File: config.mk
export PLATFORM = sky130hd
export DESIGN_NAME = casc_timer_pair
export DESIGN_NICKNAME = d
export VERILOG_FILES = /design/src/rtl/ctp_pkg.sv /design/src/rtl/ctp_prescaler.sv /design/src/rtl/ctp_timer_unit.sv /design/src/rtl/casc_timer_pair.sv
export SDC_FILE = /design/constraint.sdc
export NUM_CORES = 1
export LEC_CHECK = 0
export ABC_AREA = 1
export ABC_CLOCK_PERIOD_IN_PS = 3000
export BUFFER_PORTS_ARGS = -buffer_cell sky130_fd_sc_hd__buf_4
export CORE_MARGIN = 3
export CORE_UTILIZATION = 61
export DETAILED_ROUTE_END_ITERATION = 8
export PLACE_DENSITY = 0.85
export SLEW_MARGIN = 15
export SYNTH_ARGS = -nofsm -noshare
export SYNTH_HDL_FRONTEND = slang
export SYNTH_SLANG_ARGS = --single-unit
File: constraint.sdc
create_clock -name clk -period 3 [get_ports clk]
set_input_delay 0.3 -clock clk [delete_from_list [all_inputs] [get_ports clk]]
set_output_delay 0.3 -clock clk [all_outputs]
set_load 0.01 [all_outputs]
File: src/rtl/ctp_pkg.sv
package ctp_pkg;
    typedef enum logic [1:0] {
        SRC_DIV1  = 2'b00,
        SRC_DIV8  = 2'b01,
        SRC_DIV32 = 2'b10,
        SRC_CHAIN = 2'b11
    } src_e;

    typedef struct packed {
        logic       run;
        logic       init;
        logic [3:0] spare;
        src_e       src;
    } mode_t;

    localparam int MODE_W = $bits(mode_t);
    localparam int PRE_W  = 5;
endpackage

File: src/rtl/ctp_prescaler.sv
module ctp_prescaler
    import ctp_pkg::*;
(
    input  logic clk,
    input  logic rst_n,
    output logic stb8_o,
    output logic stb32_o
);
    typedef struct packed {
        logic [PRE_W-1:0] pre;
    } pre_st_t;

    pre_st_t st_d, st_q;

    always_comb begin
        st_d     = st_q;
        st_d.pre = st_q.pre + 1'b1;
        stb8_o   = &st_q.pre[2:0];
        stb32_o  = &st_q.pre;
    end

    always_ff @(posedge clk or negedge rst_n) begin
        if (!rst_n) st_q <= '0;
        else        st_q <= st_d;
    end

    AST_STROBE_NEST: assert property (@(posedge clk) disable iff (!rst_n)
        stb32_o |-> stb8_o);
    AST_STROBE_SPACING: assert property (@(posedge clk) disable iff (!rst_n)
        stb8_o |=> !stb8_o);
endmodule

File: src/rtl/ctp_timer_unit.sv
module ctp_timer_unit
    import ctp_pkg::*;
#(
    parameter int W = 16
) (
    input  logic         clk,
    input  logic         rst_n,
    input  logic         mode_wr_i,
    input  mode_t        mode_wdata_i,
    input  logic         base_wr_i,
    input  logic [W-1:0] base_wdata_i,
    input  logic         stb8_i,
    input  logic         stb32_i,
    input  logic         chain_i,
    output logic [W-1:0] cnt_o,
    output logic         uf_o,
    output logic         irq_o
);
    typedef struct packed {
        mode_t        mode;
        logic [W-1:0] base;
        logic [W-1:0] cnt;
        logic         irq;
    } unit_st_t;

    unit_st_t st_d, st_q;
    logic     tick;
    logic     step;

    always_comb begin
        unique case (st_q.mode.src)
            SRC_DIV1:  tick = 1'b1;
            SRC_DIV8:  tick = stb8_i;
            SRC_DIV32: tick = stb32_i;
            default:   tick = chain_i;
        endcase
        step = st_q.mode.run & ~st_q.mode.init & tick;
        uf_o = step & (st_q.cnt == '0);

        st_d = st_q;
        if (mode_wr_i) st_d.mode = mode_wdata_i;
        if (base_wr_i) st_d.base = base_wdata_i;
        if (st_q.mode.init)  st_d.cnt = st_q.base;
        else if (uf_o)       st_d.cnt = st_q.base;
        else if (step)       st_d.cnt = st_q.cnt - 1'b1;
        st_d.irq = uf_o;
    end

    always_ff @(posedge clk or negedge rst_n) begin
        if (!rst_n) st_q <= '0;
        else        st_q <= st_d;
    end

    assign cnt_o = st_q.cnt;
    assign irq_o = st_q.irq;

    AST_INIT_LOADS: assert property (@(posedge clk) disable iff (!rst_n)
        st_q.mode.init |=> st_q.cnt == $past(st_q.base));
    AST_IDLE_HOLDS: assert property (@(posedge clk) disable iff (!rst_n)
        (!st_q.mode.run && !st_q.mode.init) |=> $stable(st_q.cnt));
    AST_STEP_DOWN: assert property (@(posedge clk) disable iff (!rst_n)
        (step && st_q.cnt != '0) |=> st_q.cnt == $past(st_q.cnt) - 1'b1);
    AST_WRAP_RELOAD: assert property (@(posedge clk) disable iff (!rst_n)
        uf_o |=> st_q.cnt == $past(st_q.base));
endmodule

File: src/rtl/casc_timer_pair.sv
module casc_timer_pair
    import ctp_pkg::*;
#(
    parameter int HALF_W = 16
) (
    input  logic                clk,
    input  logic                rst_n,
    input  logic                mode_wr,
    input  logic [2*MODE_W-1:0] mode_wdata,
    input  logic                base_wr,
    input  logic [2*HALF_W-1:0] base_wdata,
    input  logic                snap_req,
    output logic [2*HALF_W-1:0] count_o,
    output logic                irq_lo,
    output logic                irq_hi
);
    localparam int NUM_UNITS = 2;
    localparam int FULL_W    = NUM_UNITS * HALF_W;

    logic                              stb8, stb32;
    logic [NUM_UNITS-1:0]              uf_w;
    logic [NUM_UNITS-1:0]              irq_w;
    logic [NUM_UNITS-1:0][HALF_W-1:0]  cnt_w;

    ctp_prescaler u_pre (
        .clk     (clk),
        .rst_n   (rst_n),
        .stb8_o  (stb8),
        .stb32_o (stb32)
    );

    for (genvar i = 0; i < NUM_UNITS; i++) begin : g_unit
        logic chain_in;
        if (i == 0) begin : g_first
            assign chain_in = 1'b0;
        end else begin : g_chained
            assign chain_in = uf_w[i-1];
        end

        ctp_timer_unit #(.W(HALF_W)) u_unit (
            .clk          (clk),
            .rst_n        (rst_n),
            .mode_wr_i    (mode_wr),
            .mode_wdata_i (mode_t'(mode_wdata[MODE_W*i +: MODE_W])),
            .base_wr_i    (base_wr),
            .base_wdata_i (base_wdata[HALF_W*i +: HALF_W]),
            .stb8_i       (stb8),
            .stb32_i      (stb32),
            .chain_i      (chain_in),
            .cnt_o        (cnt_w[i]),
            .uf_o         (uf_w[i]),
            .irq_o        (irq_w[i])
        );
    end

    typedef struct packed {
        logic [FULL_W-1:0] snap;
    } top_st_t;

    top_st_t st_d, st_q;

    always_comb begin
        st_d = st_q;
        if (snap_req) st_d.snap = cnt_w;
    end

    always_ff @(posedge clk or negedge rst_n) begin
        if (!rst_n) st_q <= '0;
        else        st_q <= st_d;
    end

    assign count_o = st_q.snap;
    assign irq_lo  = irq_w[0];
    assign irq_hi  = irq_w[1];

    AST_SNAP_COHERENT: assert property (@(posedge clk) disable iff (!rst_n)
        snap_req |=> count_o == {$past(cnt_w[1]), $past(cnt_w[0])});
    AST_SNAP_HOLDS: assert property (@(posedge clk) disable iff (!rst_n)
        !snap_req |=> $stable(count_o));
endmodule

# Word-level counts from Yosys, hierarchy flattened
# Cells that the tools add are included.
[totals]
register_bits = 111
input_bits = 53
output_inout_bits = 34
wordCells = 45
[classes]
add_sub_neg = 3
eq_ne = 4
mux = 8
n_bitwise = 8
reduce_logical = 8
[op_table]
columns = ["cell", "count"]
rows = [
  ["16-bit two-way mux", 6],
  ["16-bit zero test", 2],
  ["16-bit by 1-bit subtractor with 16-bit output (second input constant)", 2],
  ["1-bit AND", 6],
  ["1-bit one-hot mux with 3 select lines", 2],
  ["3-bit nonzero test", 2],
  ["5-bit by 1-bit adder with 5-bit output (second input constant)", 1],
  ["5-bit AND reduction", 1],
  ["2-bit by 1-bit == test with 1-bit output (second input constant)", 2],
  ["2-bit == test (second input constant)", 2],
  ["2-bit zero test", 2],
  ["3-bit AND reduction", 1],
  ["1-bit NOT", 2],
]

# Longest topological paths before layout
# Gate-level depths: netlist of the first run.
[logic_depth]
ltp_word = 9
depth_mapped = 14
mapped_depth_nobuf = 13

# Hierarchy
# A second synthesis of the first run with hierarchy kept.
[hier_totals]
hier_cells = 780
area_unflattened_um2 = 5978.2
[modules_own_cells]
columns = ["mod", "instances", "cells_each", "area_each_um2", "seq_area_each_um2"]
rows = [
  ["ctp_timer_unit", 2, 314, 2243.4, 925.9],
  ["casc_timer_pair", 1, 137, 1296.2, 800.8],
  ["ctp_prescaler", 1, 15, 195.2, 125.1],
]

# Worst setup path after synthesis of the first run
# OpenSTA, ideal clock, no wires.
[synth_path]
path_kind = "reg2reg"
start = "register u_pre.st_q[0] in the netlist's numbering"
end = "register g_unit[0].u_unit.st_q, in the netlist g_unit[0].u_unit.cnt_o[4]"
setup_time_ns = 0.133
arrival_ns = 1.800
required_time_ns = 2.867
path_slack_ns = 1.067
stages_incl_launch_ff = 12
path_buffers = 1
synth_period_minus_slack_ns = 1.933
cell_sequence = "dfrtp_1 > ha_1 > nand2_1 > nor2_1 > ha_1 > a21oi_1 > nor2_2 > nor2_2 > inv_1 > clkbuf_1 > o211ai_1 > o21ai_0"
[synth_via]
elab_chain_len = 6
word_cells_on_any_way = 8
classes_between = "mux (3); bitwise (2); reduce/logical (3)"
[synth_rtl]
columns = ["item", "line", "source"]
rows = [
  ["start: declaration", "ctp_prescaler.sv:13", "pre_st_t st_d, st_q;"],
  ["start signal: assignment", "ctp_prescaler.sv:24", "else st_q <= st_d;"],
  ["5-bit AND reduction or 3-bit AND reduction (tied branches)", "ctp_prescaler.sv:19, ctp_prescaler.sv:18", ""],
  ["1-bit one-hot mux with 3 select lines (*)", "ctp_timer_unit.sv:31", "unique case (st_q.mode.src)"],
  ["1-bit AND (*)", "ctp_timer_unit.sv:37", "step = st_q.mode.run & ~st_q.mode.init & tick;"],
  ["1-bit AND", "ctp_timer_unit.sv:38", "uf_o = step & (st_q.cnt == '0);"],
  ["16-bit two-way mux", "ctp_timer_unit.sv:44", "else if (uf_o) st_d.cnt = st_q.base;"],
  ["16-bit two-way mux", "ctp_timer_unit.sv:43", "if (st_q.mode.init) st_d.cnt = st_q.base;"],
  ["end signal: assignment", "ctp_timer_unit.sv:51", "else st_q <= st_d;"],
  ["end: declaration", "ctp_timer_unit.sv:26", "unit_st_t st_d, st_q;"],
]
# Mark *: on every way between the ends. The rest lies on a longest branch, timed or not.
# A chain may end at the register's enable or synchronous reset.

# Worst setup path after layout of the first run
[layout_path]
start = "register u_pre.st_q[0] in the netlist's numbering"
end = "register g_unit[0].u_unit.st_q, in the netlist g_unit[0].u_unit.cnt_o[9]"
# Same word-level chain as after synthesis.

==> results of run 1 <==
-- sequential cells by signal (all words and copies together) (netlist names) --
register / flops
g_unit.u_unit.st_q: 40
count_o: 32
g_unit.u_unit.cnt_o: 32
u_pre.st_q: 5
g_unit.u_unit.irq_o: 2
-- repair_timing --
item	CTS	global route
endpoints found under the setup margin	0	0
endpoints found under the hold margin	54	0
hold buffers	1	0
gates resized for setup	0	0
-- path summary, 6_finish.rpt --
check	depth (start not counted)	from	to
max in group asynchronous	3	rst_n	g_unit[0].u_unit.st_q[31]
setup / recovery	11	u_pre.st_q[0]	g_unit[0].u_unit.cnt_o[9]
hold / removal	3	base_wdata[8]	g_unit[0].u_unit.st_q[25]
hold reg to reg	1	u_pre.st_q[0]	u_pre.st_q[0]
setup reg to reg	11	u_pre.st_q[0]	g_unit[0].u_unit.cnt_o[9]
min in group asynchronous	2	rst_n	count_o[21]
-- kinds of logic (layout without fill, tap and decap cells) --
| logic type | Yosys count | after routing |
|---|---|---|
| compound gates | 94 | 94 |
| flops | 111 | 111 |
| simple gates | 263 | 263 |
| fa+ha+maj | 6 | 6 |
| mux | 20 | 20 |
| buf+inv | 95 | 169 |
| xor+xnor | 25 | 25 |
-- layer usage --
layer	global-route usage [%]	share of wire, %	up-vias
li1	-	-	2111
met1	38.9	49	2075
met2	36.4	43	172
met3	3.30	6.6	10
met4	8.09	1.4	0
met5	0	0	-
-- cell usage after synthesis (2+ instances only) --
master | number | share of area (%)
nand2_1 | 109 | 7.7
inv_1 | 69 | 4.9
nand4_1 | 4 | 0.47
mux2_2 | 20 | 4.3
xor2_1 | 22 | 3.6
buf_1 | 3 | 0.21
dfrtp_1 | 111 | 52
nand2_4 | 2 | 0.43
a21oi_1 | 31 | 2.9
clkbuf_1 | 14 | 0.99
nand2_2 | 3 | 0.35
o22ai_1 | 6 | 0.71
nand3_1 | 60 | 5.7
buf_2 | 5 | 0.47
nor2_2 | 6 | 0.71
o211ai_1 | 2 | 0.28
o21ai_0 | 54 | 5.1
nor2_1 | 73 | 5.2
ha_1 | 6 | 1.4
xnor2_1 | 3 | 0.50
nor3_1 | 4 | 0.38
-- placed cells by master, fill, tap and decap left out, types with 4 or more instances in the layout --
cell,instances
clkinvlp_4,4
nor3_1,4
o21ai_0,54
nand2_1,109
nand3_1,60
buf_4,81
ha_1,6
mux2_2,20
a21oi_1,31
inv_1,69
xor2_1,22
o22ai_1,6
nor2_2,6
dfrtp_1,111
nand4_1,4
clkbuf_8,9
nor2_1,73
-- stage by stage --
stage	cell area, um2	setup slack (ns)	total power, W	utilization [%]	hold WS, ns
floorplan	5300	1.07	0.00291	-	0.00441
global placement	5930	0.780	0.00338	71.1	0.380
detailed placement	5930	0.708	0.00345	71.1	0.392
CTS	6110	0.696	0.00425	73.3	0.115
global route	6110	0.423	0.00452	73.3	0.129
finish	6110	0.652	0.00425	73.3	0.126
-- worst register-to-register path, delay by kind of cell, from the launching register on --
| family | cells | cell delay (ns) |
|---|---|---|
| AO/OA/AOI/OAI | 3 | 0.54 |
| buffers and inverters | 2 | 0.63 |
| AND/OR/NAND/NOR | 4 | 0.38 |
| adder cells (fa/ha/maj) | 2 | 0.36 |
| flip-flops | 1 | 0.38 |
-- cell type report --
cell class                 count  share of cell area, %
clock buffer                  11                   2.15
clock inverter                 5                  0.573
inverter                      70                   4.30
multi-input combinational    408                   34.9
sequential                   111                   45.5
tap                          105                   2.15
timing repair buffer          83                   10.4
-- report_power, final --
part / switching [W] / total, W / internal [W]
combinational: 0.000795 / 0.00137 / 0.000573
sequential: 0.000265 / 0.00207 / 0.00181
clock: 0.000507 / 0.000808 / 0.000302
==> impl_results.md, run 1 <==
* Htree depth at 3
* Sequential Area at 2780 um2
* Flop2flop setup slack at 0.65 ns
* WP buf/inv at 2
* Fillers at 648
* Largest net degree at the start of global routing at 58
* Syn avg cell area at 8.63 um2
* Crit path kind: reg2reg
* Post-Synth XOR/XNOR Area at 4.13%
* Post-synthesis mux area share at 4.25%
* Drt pass-1 iters at 5
* Postcts setup bufs at 0
* Initial antenna violation count at 0
* Area Growth Syn to Fin at 15.4%
* Worst path required time at 3.29 ns
* Clk buf depth at 2
* Drt drc at 0
* Final Cycle Share at 78.3%
* Critical-path maximum fanout at 23
* Post-synthesis sequential area ratio at 52.4%
* Post-route insts no fill at 793
* Adder-cell share of the synthesized area at 1.42%
* First-pass GRT wire length at 19800 um
* Placed Instances at 776
* Cell Area, Synth at 5300 um2
* Clock latency on the worst-skew pair at 0.38 ns
* Post-synthesis async set-or-reset flop share at 100%
* Outcome: completed
* Die area at 9840 um2
* Tot GR Track Use at 24.9%
* Root Driver: clkbuf_8
* Max Slew Vio Count at 0
* Ys Warns at 0
* NumNets Final at 742
* Setup crit start kind: flop
* Placer Congestion at 0.939
* Clock sinks at 111
* Max Clk Rate at 426 MHz
* Synth Area in Simple Gates at 21.4%
* Crit path capture type: flop
* Syn Nets at 673
* Antenna-violating nets left at 0
* DP HPWL at 8360 um
* Worst-path clk slew at 0.10 ns
* Top Family by Delay on Critical Path: buffers and inverters
* Leakage power at 2.99 nW
* Number of flops mapped to enable cells by yosys at 0
* Slew HR at 54.2%
* Die Width at 99.2 um
* Largest family of logic cells by synthesized area: simple AND/OR/NAND/NOR gates
* CTS tree: done
* Post-DR vias/cell at 5.51
* Cells after Synth at 614
* Drt first-iter violations at 300
* Compound-Gate Fraction of Synth Area at 9.12%
* Starting Density at 63.5%
* Maximum VDD drop at 0.000347 V
* Final hold vios at 0
* CTS buffer count at 9
* Vias in the first global route at 4101
* Hold crit path type: in2reg
* CP cell instances: ha_1 -> nand2_1 -> nor2_1 -> ha_1 -> a21oi_1 -> nor2_2 -> nor2_2 -> buf_4 -> inv_1 -> o21ai_0 -> o22ai_1
* Die H at 99.2 um
* RSZ-0062 raised after global routing: false
* Core area at 8340 um2
* Maxcap violations at 0
* Vias post-DR at 4368
* Cell variety after synth at 28
* Proportion of layout cells with a drive suffix above 1 at 18.6%
* Total gr overflow at 0
* Row Count at 33
* Peak per-stage delay on the critical path at 0.45 ns
* N_diodes at 0
* Total Neg Setup Slack at 0 ns
* I/O pin total at 87
* Main synth FF type: dfrtp_1
* Area of the multi-input gates at 2130 um2
* Worst slew pin tran at 0.686 ns
* Critical Path AT at 2.64 ns
* Total wire length at 11700 um
* Port Buffers at 78
* Clock Skew at 0.0143 ns
* DR WL/cell at 14.7 um
* # setup viols final at 0
* Post-synthesis register bit count at 111
* Power Density at 696 nW/um2
* Post-route minimum period at 2.35 ns
* CP max stage cell: inv_1
Power figures use the tool's default switching activity.
==> inputs of run 2 (changes only) <==
ABC_AREA = 0   (was 1)
ABC_CLOCK_PERIOD_IN_PS = 2300   (was 3000)
CORE_UTILIZATION = 56   (was 61)
PLACE_DENSITY = 0.8   (was 0.85)
clock period = 2.3 ns   (was 3 ns; I/O delays follow)
==> impl_results.md, run 2 <==
* Outcome: finished with violations
* Failing checks: setup timing
* Worst-path clk slew at 0.10 ns (about the same)
* Post-synthesis sequential area ratio at 55.2% (+2.7 points)
* Cells on Worst Hold Path at 3 (unchanged)
* Syn Nets at 488 (-27%)
* Clock Skew at 0.0154 ns (+0.00113 ns)
* Biggest register: g_unit.u_unit.st_q
* Cell Area, Synth at 5030 um2 (-4.9%)
* WP buf/inv at 3 (+1)
* RSZ-0062 raised after global routing: true
* Clock latency on the worst-skew pair at 0.38 ns (about the same)
* Worst path depth at 9 (-2)
* Post-route minimum period at 2.48 ns (+0.132 ns)
* Final Cycle Share at 108% (+30 points)
* Starting Density at 59.5% (-4.0 points)
* Die area at 10200 um2 (+3.3%)
* Total Neg Setup Slack at -0.557 ns (-0.557 ns)
* Drt first-iter violations at 218 (-27%)
* Row Count at 33 (unchanged)
* Htree depth at 3 (unchanged)
* Vias in the first global route at 4038 (-1.5%)
* Post-synthesis async set-or-reset flop share at 100% (unchanged)
* Crit. Startpoint: g_unit[1].u_unit.cnt_o[5]
* Worst hold slack at 0.0676 ns (-0.0581 ns)
* Area Growth Syn to Fin at 29.1%
* DP HPWL at 8360 um (about the same)
* Commonest cells in the synthesized netlist: dfrtp_1 (111), mux2_2 (69), nor2_1 (28), o21ai_0 (28), a21oi_1 (23)
* Flop2flop setup slack at -0.18 ns (-0.83 ns)
* Vias post-DR at 4000 (-8.4%)
* Drt pass-1 iters at 4 (-1)
* Most common cell in the netlist: dfrtp_1
* Sequential Area at 2780 um2 (unchanged)
* Synth area leaders: dfrtp_1 (55%), mux2_2 (15%), o21ai_0 (2.8%)
* Post-DR vias/cell at 6.03 (+9.5%)
* Die H at 101 um (+1.7%)
* Area of the multi-input gates at 2270 um2 (+6.6%)
* Slew HR at 67.9% (+14 points)
* Placer Congestion at 0.883 (-6.0%)
* Total gr overflow at 0 (unchanged)
* Clk buf depth at 2 (unchanged)
* Total wire length at 12300 um (+5.4%)
* Post-synth top area share at 55.2% (+2.7 points)
* Flip-flop count of the largest register after layout at 40 (unchanged)
* Initial antenna violation count at 0 (unchanged)
* Clock sinks at 111 (unchanged)
* First-pass GRT wire length at 19600 um (-1.0%)
* CP max stage cell: or4_4
* Maximum VDD drop at 0.000496 V (+43%)
* Main synth FF type: dfrtp_1
* HP Start: base_wdata[19]
* Most frequent cells in the layout: buf_4 (124), dfrtp_1 (111), mux2_2 (69)
* Post-route insts no fill at 663 (-16%)
* Peak per-stage delay on the critical path at 0.54 ns (+0.09 ns)
* Tot GR Track Use at 24.6% (-0.32 points)
* Placed Instances at 639 (-18%)
* Worst slew pin tran at 0.481 ns (-0.206 ns)
* Top Family by Delay on Critical Path: simple AND/OR/NAND/NOR gates
* Yosys top cell by area: dfrtp_1
* Worst path required time at 2.54 ns (-0.75 ns)
* Reg2reg start: g_unit[1].u_unit.cnt_o[5]
* Post-synthesis register bit count at 111 (unchanged)
* Fillers at 547 (-16%)
* CTS buffer count at 9 (unchanged)
* Power Density at 828 nW/um2 (+19%)
* I/O pin total at 87 (unchanged)
* Critical Path AT at 2.72 ns (+0.08 ns)
* Syn avg cell area at 11.7 um2 (+36%)
* Leakage power at 2.91 nW (-2.7%)
* Worst Setup Slack, final at -0.180 ns (-0.832 ns)
* CTS tree: done
* Max Clk Rate at 403 MHz (-5.3%)
* Number of flops mapped to enable cells by yosys at 0 (unchanged)
* Hold crit path type: in2reg
* Ys Warns at 0 (unchanged)
* Maxcap violations at 0 (unchanged)
* Place WS at -0.141 ns (-0.848 ns)
* Core area at 8460 um2 (+1.5%)
* Die Width at 101 um (+1.7%)
* Port Buffers at 78 (unchanged)
* DR WL/cell at 18.5 um (+26%)
* N_diodes at 0 (unchanged)
* CP cell instances: or4_4 -> or3_4 -> nor4_4 -> buf_6 -> buf_6 -> buf_6 -> nor2_2 -> o211ai_1 -> o211ai_1
* Final hold vios at 0 (unchanged)
* Crit path kind: reg2reg
* Critical-path maximum fanout at 5 (-78%)
* Reg2reg end: g_unit[1].u_unit.cnt_o[3]
* Drt drc at 0 (unchanged)
* Commonest non-fill, non-tap cell in the layout: buf_4
* Crit path capture type: flop
* # setup viols final at 11 (+11)
* Root Driver: clkbuf_8
* Cells after Synth at 429 (-30%)
* NumNets Final at 613 (-17%)
* Proportion of layout cells with a drive suffix above 1 at 45.3% (+27 points)
* Antenna-violating nets left at 0 (unchanged)
* Largest net degree at the start of global routing at 54 (-6.9%)
* CP dominant cell by count: buf_6
* Setup crit start kind: flop
* Max Slew Vio Count at 0 (unchanged)
* Hold EP: g_unit[1].u_unit.st_q[20]
* Cell variety after synth at 52 (+86%)
* R2R depth at 9 (-2)
run 2: cell types whose count changed after synthesis, sizes merged, moves of 27 or more:
cell and delta:
mux2 +49, nand3 -57, nor2 -51, o21ai -27, inv -55, nand2 -95
run 2: layout make-up:
| cell class | instances | share of cell area, % |
|---|---|---|
| inverters | 15 | 0.866 |
| clock buffers | 10 | 2.12 |
| flip-flops and latches | 111 | 42.7 |
| well taps | 105 | 2.02 |
| repair buffers | 136 | 16.5 |
| multi-input cells | 281 | 35.0 |
| clock inverters | 5 | 0.751 |
run 2: worst reg2reg max path: stages, from the launching register on:
cell,delay (ns)
dfrtp_1,0.39
or4_4,0.54
or3_4,0.36
nor4_4,0.27
buf_6,0.18
buf_6,0.12
buf_6,0.10
nor2_2,0.04
o211ai_1,0.23
o211ai_1,0.14
run 2: layer usage:
| layer | wire length [um] | track usage [%] |
|---|---|---|
| met1 | 4980 | 30.9 |
| met2 | 6370 | 43.4 |
| met3 | 634 | 4.50 |
| met4 | 306 | 7.15 |
| met5 | 0 | 0 |
run 2: power breakdown:
group	switching [W]	internal, W	leakage (nW)	total [W]
Clock	0.000681	0.000443	0.0972	0.00112
Combinational	0.000776	0.000860	1.49	0.00164
Sequential	0.000287	0.00234	1.32	0.00263
Total	0.00174	0.00364	2.91	0.00539
run 2: timing repair:
| item | 4_1_cts | 5_1_grt |
|---|---|---|
| hold buffers | 1 | 0 |
| gates resized for setup | 18 | 32 |
| setup buffers | 4 | 4 |
| endpoints found under the hold margin | 32 | 0 |
| gates cloned | 0 | 0 |
| pin swaps | 7 | 11 |
| setup endpoints to repair | 21 | 32 |
run 2: cells by family (layout without fill, tap and decap cells):
group | after synthesis | after routing | synth area share [%]
flip-flops | 111 | 111 | 55.2
adder cells (fa/ha/maj) | 6 | 6 | 1.49
AND/OR/NAND/NOR | 103 | 103 | 10.9
AO/OA/AOI/OAI | 94 | 94 | 12.5
multiplexers | 73 | 73 | 16.2
buffers and inverters | 37 | 166 | 2.78
XOR/XNOR | 5 | 5 | 0.870
run 2: worst max path at each step:
stage,slack (ns),endpoint
6_report,-0.18,g_unit[1].u_unit.cnt_o[3]
5_1_grt,-0.29,g_unit[1].u_unit.cnt_o[3]
4_1_cts,-0.09,g_unit[1].u_unit.cnt_o[14]
3_5_place_dp,-0.14,g_unit[1].u_unit.cnt_o[1]
3_3_place_gp,-0.09,g_unit[1].u_unit.cnt_o[1]
2_1_floorplan,-0.16,g_unit[1].u_unit.cnt_o[7]
run 2: through the flow:
stage / area, um2 / utilization, % / power, W
2_1_floorplan: 5050 / - / 0.00338
3_3_place_gp: 6050 / 71.5 / 0.00410
3_5_place_dp: 6050 / 71.5 / 0.00417
4_1_cts: 6340 / 75.0 / 0.00532
5_1_grt: 6500 / 76.8 / 0.00567
6_report: 6500 / 76.8 / 0.00539
==> inputs of run 3 (changes only) <==
ABC_CLOCK_PERIOD_IN_PS = 2500   (was 2300)
clock period = 2.5 ns   (was 2.3 ns; I/O delays follow)
==> impl_results.md, run 3 (same netlist as run 2, synthesis figures left out) <==
* Outcome: completed
* Reg2reg end: g_unit[1].u_unit.cnt_o[14]
* N_diodes at 0 (unchanged)
* Flop2flop setup slack at 0.08 ns (+0.26 ns)
* CP cell instances: or4_4 -> nor3_4 -> nand4_1 -> a21o_1 -> o311a_1 -> a221o_1
* Clock latency on the worst-skew pair at 0.37 ns (about the same)
* Net Sw Power at 0.00151 W (-14%)
* Sequential Area at 2780 um2 (unchanged)
* Core area at 8460 um2 (unchanged)
* Internal power at 0.00326 W (-11%)
* Critical-path maximum fanout at 4 (-1)
* Flip-flop count of the largest register after layout at 40 (unchanged)
* Clk buf depth at 2 (unchanged)
* Area Growth Syn to Fin at 24.6%
* # setup viols final at 0 (-11)
* Antenna-violating nets left at 0 (unchanged)
* Most frequent cells in the layout: buf_4 (117), dfrtp_1 (111), mux2_2 (69)
* Die area at 10200 um2 (unchanged)
* Tot Pwr at 0.00476 W (-12%)
* DP HPWL at 7850 um (-6.0%)
* RSZ-0062 raised after global routing: true
* Sw frac at 31.6% (-0.77 points)
* Crit path kind: reg2reg
* Maximum VDD drop at 0.000396 V (-20%)
* Tot GR Track Use at 23.0% (-1.6 points)
* Hold EP: g_unit[1].u_unit.st_q[18]
* Total gr overflow at 0 (unchanged)
* Place WS at 0.0224 ns (+0.163 ns)
* Htree depth at 3 (unchanged)
* Clock Skew at 0.0140 ns (-0.00142 ns)
* I/O pin total at 87 (unchanged)
* Starting Density at 59.5% (unchanged)
* Final hold vios at 0 (unchanged)
* Biggest register: g_unit.u_unit.st_q
* Critical Path AT at 2.67 ns (-0.05 ns)
* Commonest non-fill, non-tap cell in the layout: buf_4
* Vias post-DR at 3809 (-4.8%)
* Row Count at 33 (unchanged)
* Max Clk Rate at 414 MHz (+2.6%)
* Leakage power at 2.78 nW (-4.3%)
* Share of total power in the clock network at 20.0% (-0.9 points)
* Final Cycle Share at 96.7% (-11 points)
* CTS buffer count at 9 (unchanged)
* First-pass GRT wire length at 18500 um (-5.6%)
* Cells on Worst Hold Path at 3 (unchanged)
* Setup crit start kind: flop
* CP max stage cell: or4_4
* Largest net degree at the start of global routing at 75 (+39%)
* WP buf/inv at 0 (-3)
* Drt drc at 0 (unchanged)
* Total wire length at 11300 um (-7.9%)
* Proportion of layout cells with a drive suffix above 1 at 41.3% (-4.1 points)
* Clock sinks at 111 (unchanged)
* Peak per-stage delay on the critical path at 0.55 ns (about the same)
* HP Start: base_wdata[17]
* Final Cell Area at 6270 um2 (-3.5%)
* Max Slew Vio Count at 0 (unchanged)
* Vias in the first global route at 3777 (-6.5%)
* Crit path capture type: flop
* Worst-path clk slew at 0.10 ns (about the same)
* Drt pass-1 iters at 4 (unchanged)
* Worst slew pin tran at 0.481 ns (+0.000510 ns)
* Placer Congestion at 0.915 (+3.7%)
* Power Density at 759 nW/um2 (-8.4%)
* Drt first-iter violations at 165 (-24%)
* Hold crit path type: in2reg
* Fillers at 580 (+6.0%)
* Worst Setup Slack, final at 0.0825 ns (+0.263 ns)
* Post-DR vias/cell at 5.88 (-2.6%)
* Port Buffers at 78 (unchanged)
* Placement Cell Area at 5960 um2 (-1.5%)
* Reg2reg start: g_unit[0].u_unit.cnt_o[14]
* Die Width at 101 um (unchanged)
* CTS tree: done
* Top Family by Delay on Critical Path: simple AND/OR/NAND/NOR gates
* Maxcap violations at 0 (unchanged)
* Die H at 101 um (unchanged)
* Post-route minimum period at 2.42 ns (-0.0625 ns)
* DR WL/cell at 17.5 um (-5.7%)
* Area of the multi-input gates at 2210 um2 (-3.0%)
* Combinational fraction of design power at 29.3% (-1.1 points)
* Worst path required time at 2.75 ns (+0.21 ns)
* Seq pwr share at 50.7% (+2.0 points)
* Slew HR at 67.9% (about the same)
* R2R depth at 6 (-3)
* NumNets Final at 598 (-2.4%)
* Root Driver: clkbuf_8
* Initial antenna violation count at 0 (unchanged)
[run 3: metrics by stage]
| stage | util (%) | cells | hold slack (ns) | setup TNS (ns) |
|---|---|---|---|---|
| final | 74.1 | 648 | 0.0778 | 0 |
| after global routing | 74.1 | 648 | 0.0869 | -0.0440 |
| after CTS | 72.5 | 641 | 0.0770 | 0 |
| after detailed placement | 70.4 | 625 | 0.242 | 0 |
| after global placement | 70.4 | 625 | 0.238 | 0 |
| after floorplan | - | 429 | -0.0456 | 0 |
[run 3: repair_timing]
item	CTS	global route
pin swaps	2	14
gates resized for setup	2	17
buffers inserted	0	7
endpoints found under the hold margin	37	0
setup endpoints to repair	1	17
hold buffers	1	0
[run 3: worst max-delay path by stage]
stage	startpoint	to	slack [ns]	cells after the start
after detailed placement	g_unit[0].u_unit.cnt_o[5]	g_unit[1].u_unit.cnt_o[4]	0.02	7
after global routing	g_unit[0].u_unit.cnt_o[13]	g_unit[1].u_unit.cnt_o[14]	-0.02	6
after CTS	g_unit[0].u_unit.cnt_o[6]	g_unit[1].u_unit.cnt_o[4]	0.02	7
after global placement	g_unit[0].u_unit.cnt_o[5]	g_unit[1].u_unit.cnt_o[4]	0.06	7
after floorplan	g_unit[1].u_unit.cnt_o[3]	g_unit[1].u_unit.cnt_o[5]	0.03	7
final	g_unit[0].u_unit.cnt_o[14]	g_unit[1].u_unit.cnt_o[14]	0.08	6
[run 3: per-layer routing]
metal,part of all wire [%],up-vias,track usage (%)
met5,0,-,0
met4,1.3,0,6.42
met3,5.1,15,3.74
met2,50,115,38.3
met1,43,1901,31.3
li1,-,1778,-
[run 3: final cells by class]
cell class / count / area share (%)
Sequential cell: 111 / 44.3
Multi-Input combinational cell: 281 / 35.2
Timing Repair Buffer: 121 / 15.0
Clock buffer: 11 / 2.09
Tap cell: 105 / 2.09
Inverter: 15 / 0.897
Clock inverter: 4 / 0.499
[run 3: tightest hold or removal path, stage by stage]
cell and delay (ns):
buf_4 0.07, nand2_1 0.04, o21ai_0 0.05
[run 3: power groups by stage]
stage | clock network (W) | logic, W | registers (W)
after global routing | 0.00104 | 0.00152 | 0.00247
after CTS | 0.000970 | 0.00135 | 0.00241
after floorplan | 0 | 0.000622 | 0.00248
after global placement | 0 | 0.00130 | 0.00243
final | 0.000952 | 0.00139 | 0.00241
after detailed placement | 0 | 0.00134 | 0.00245
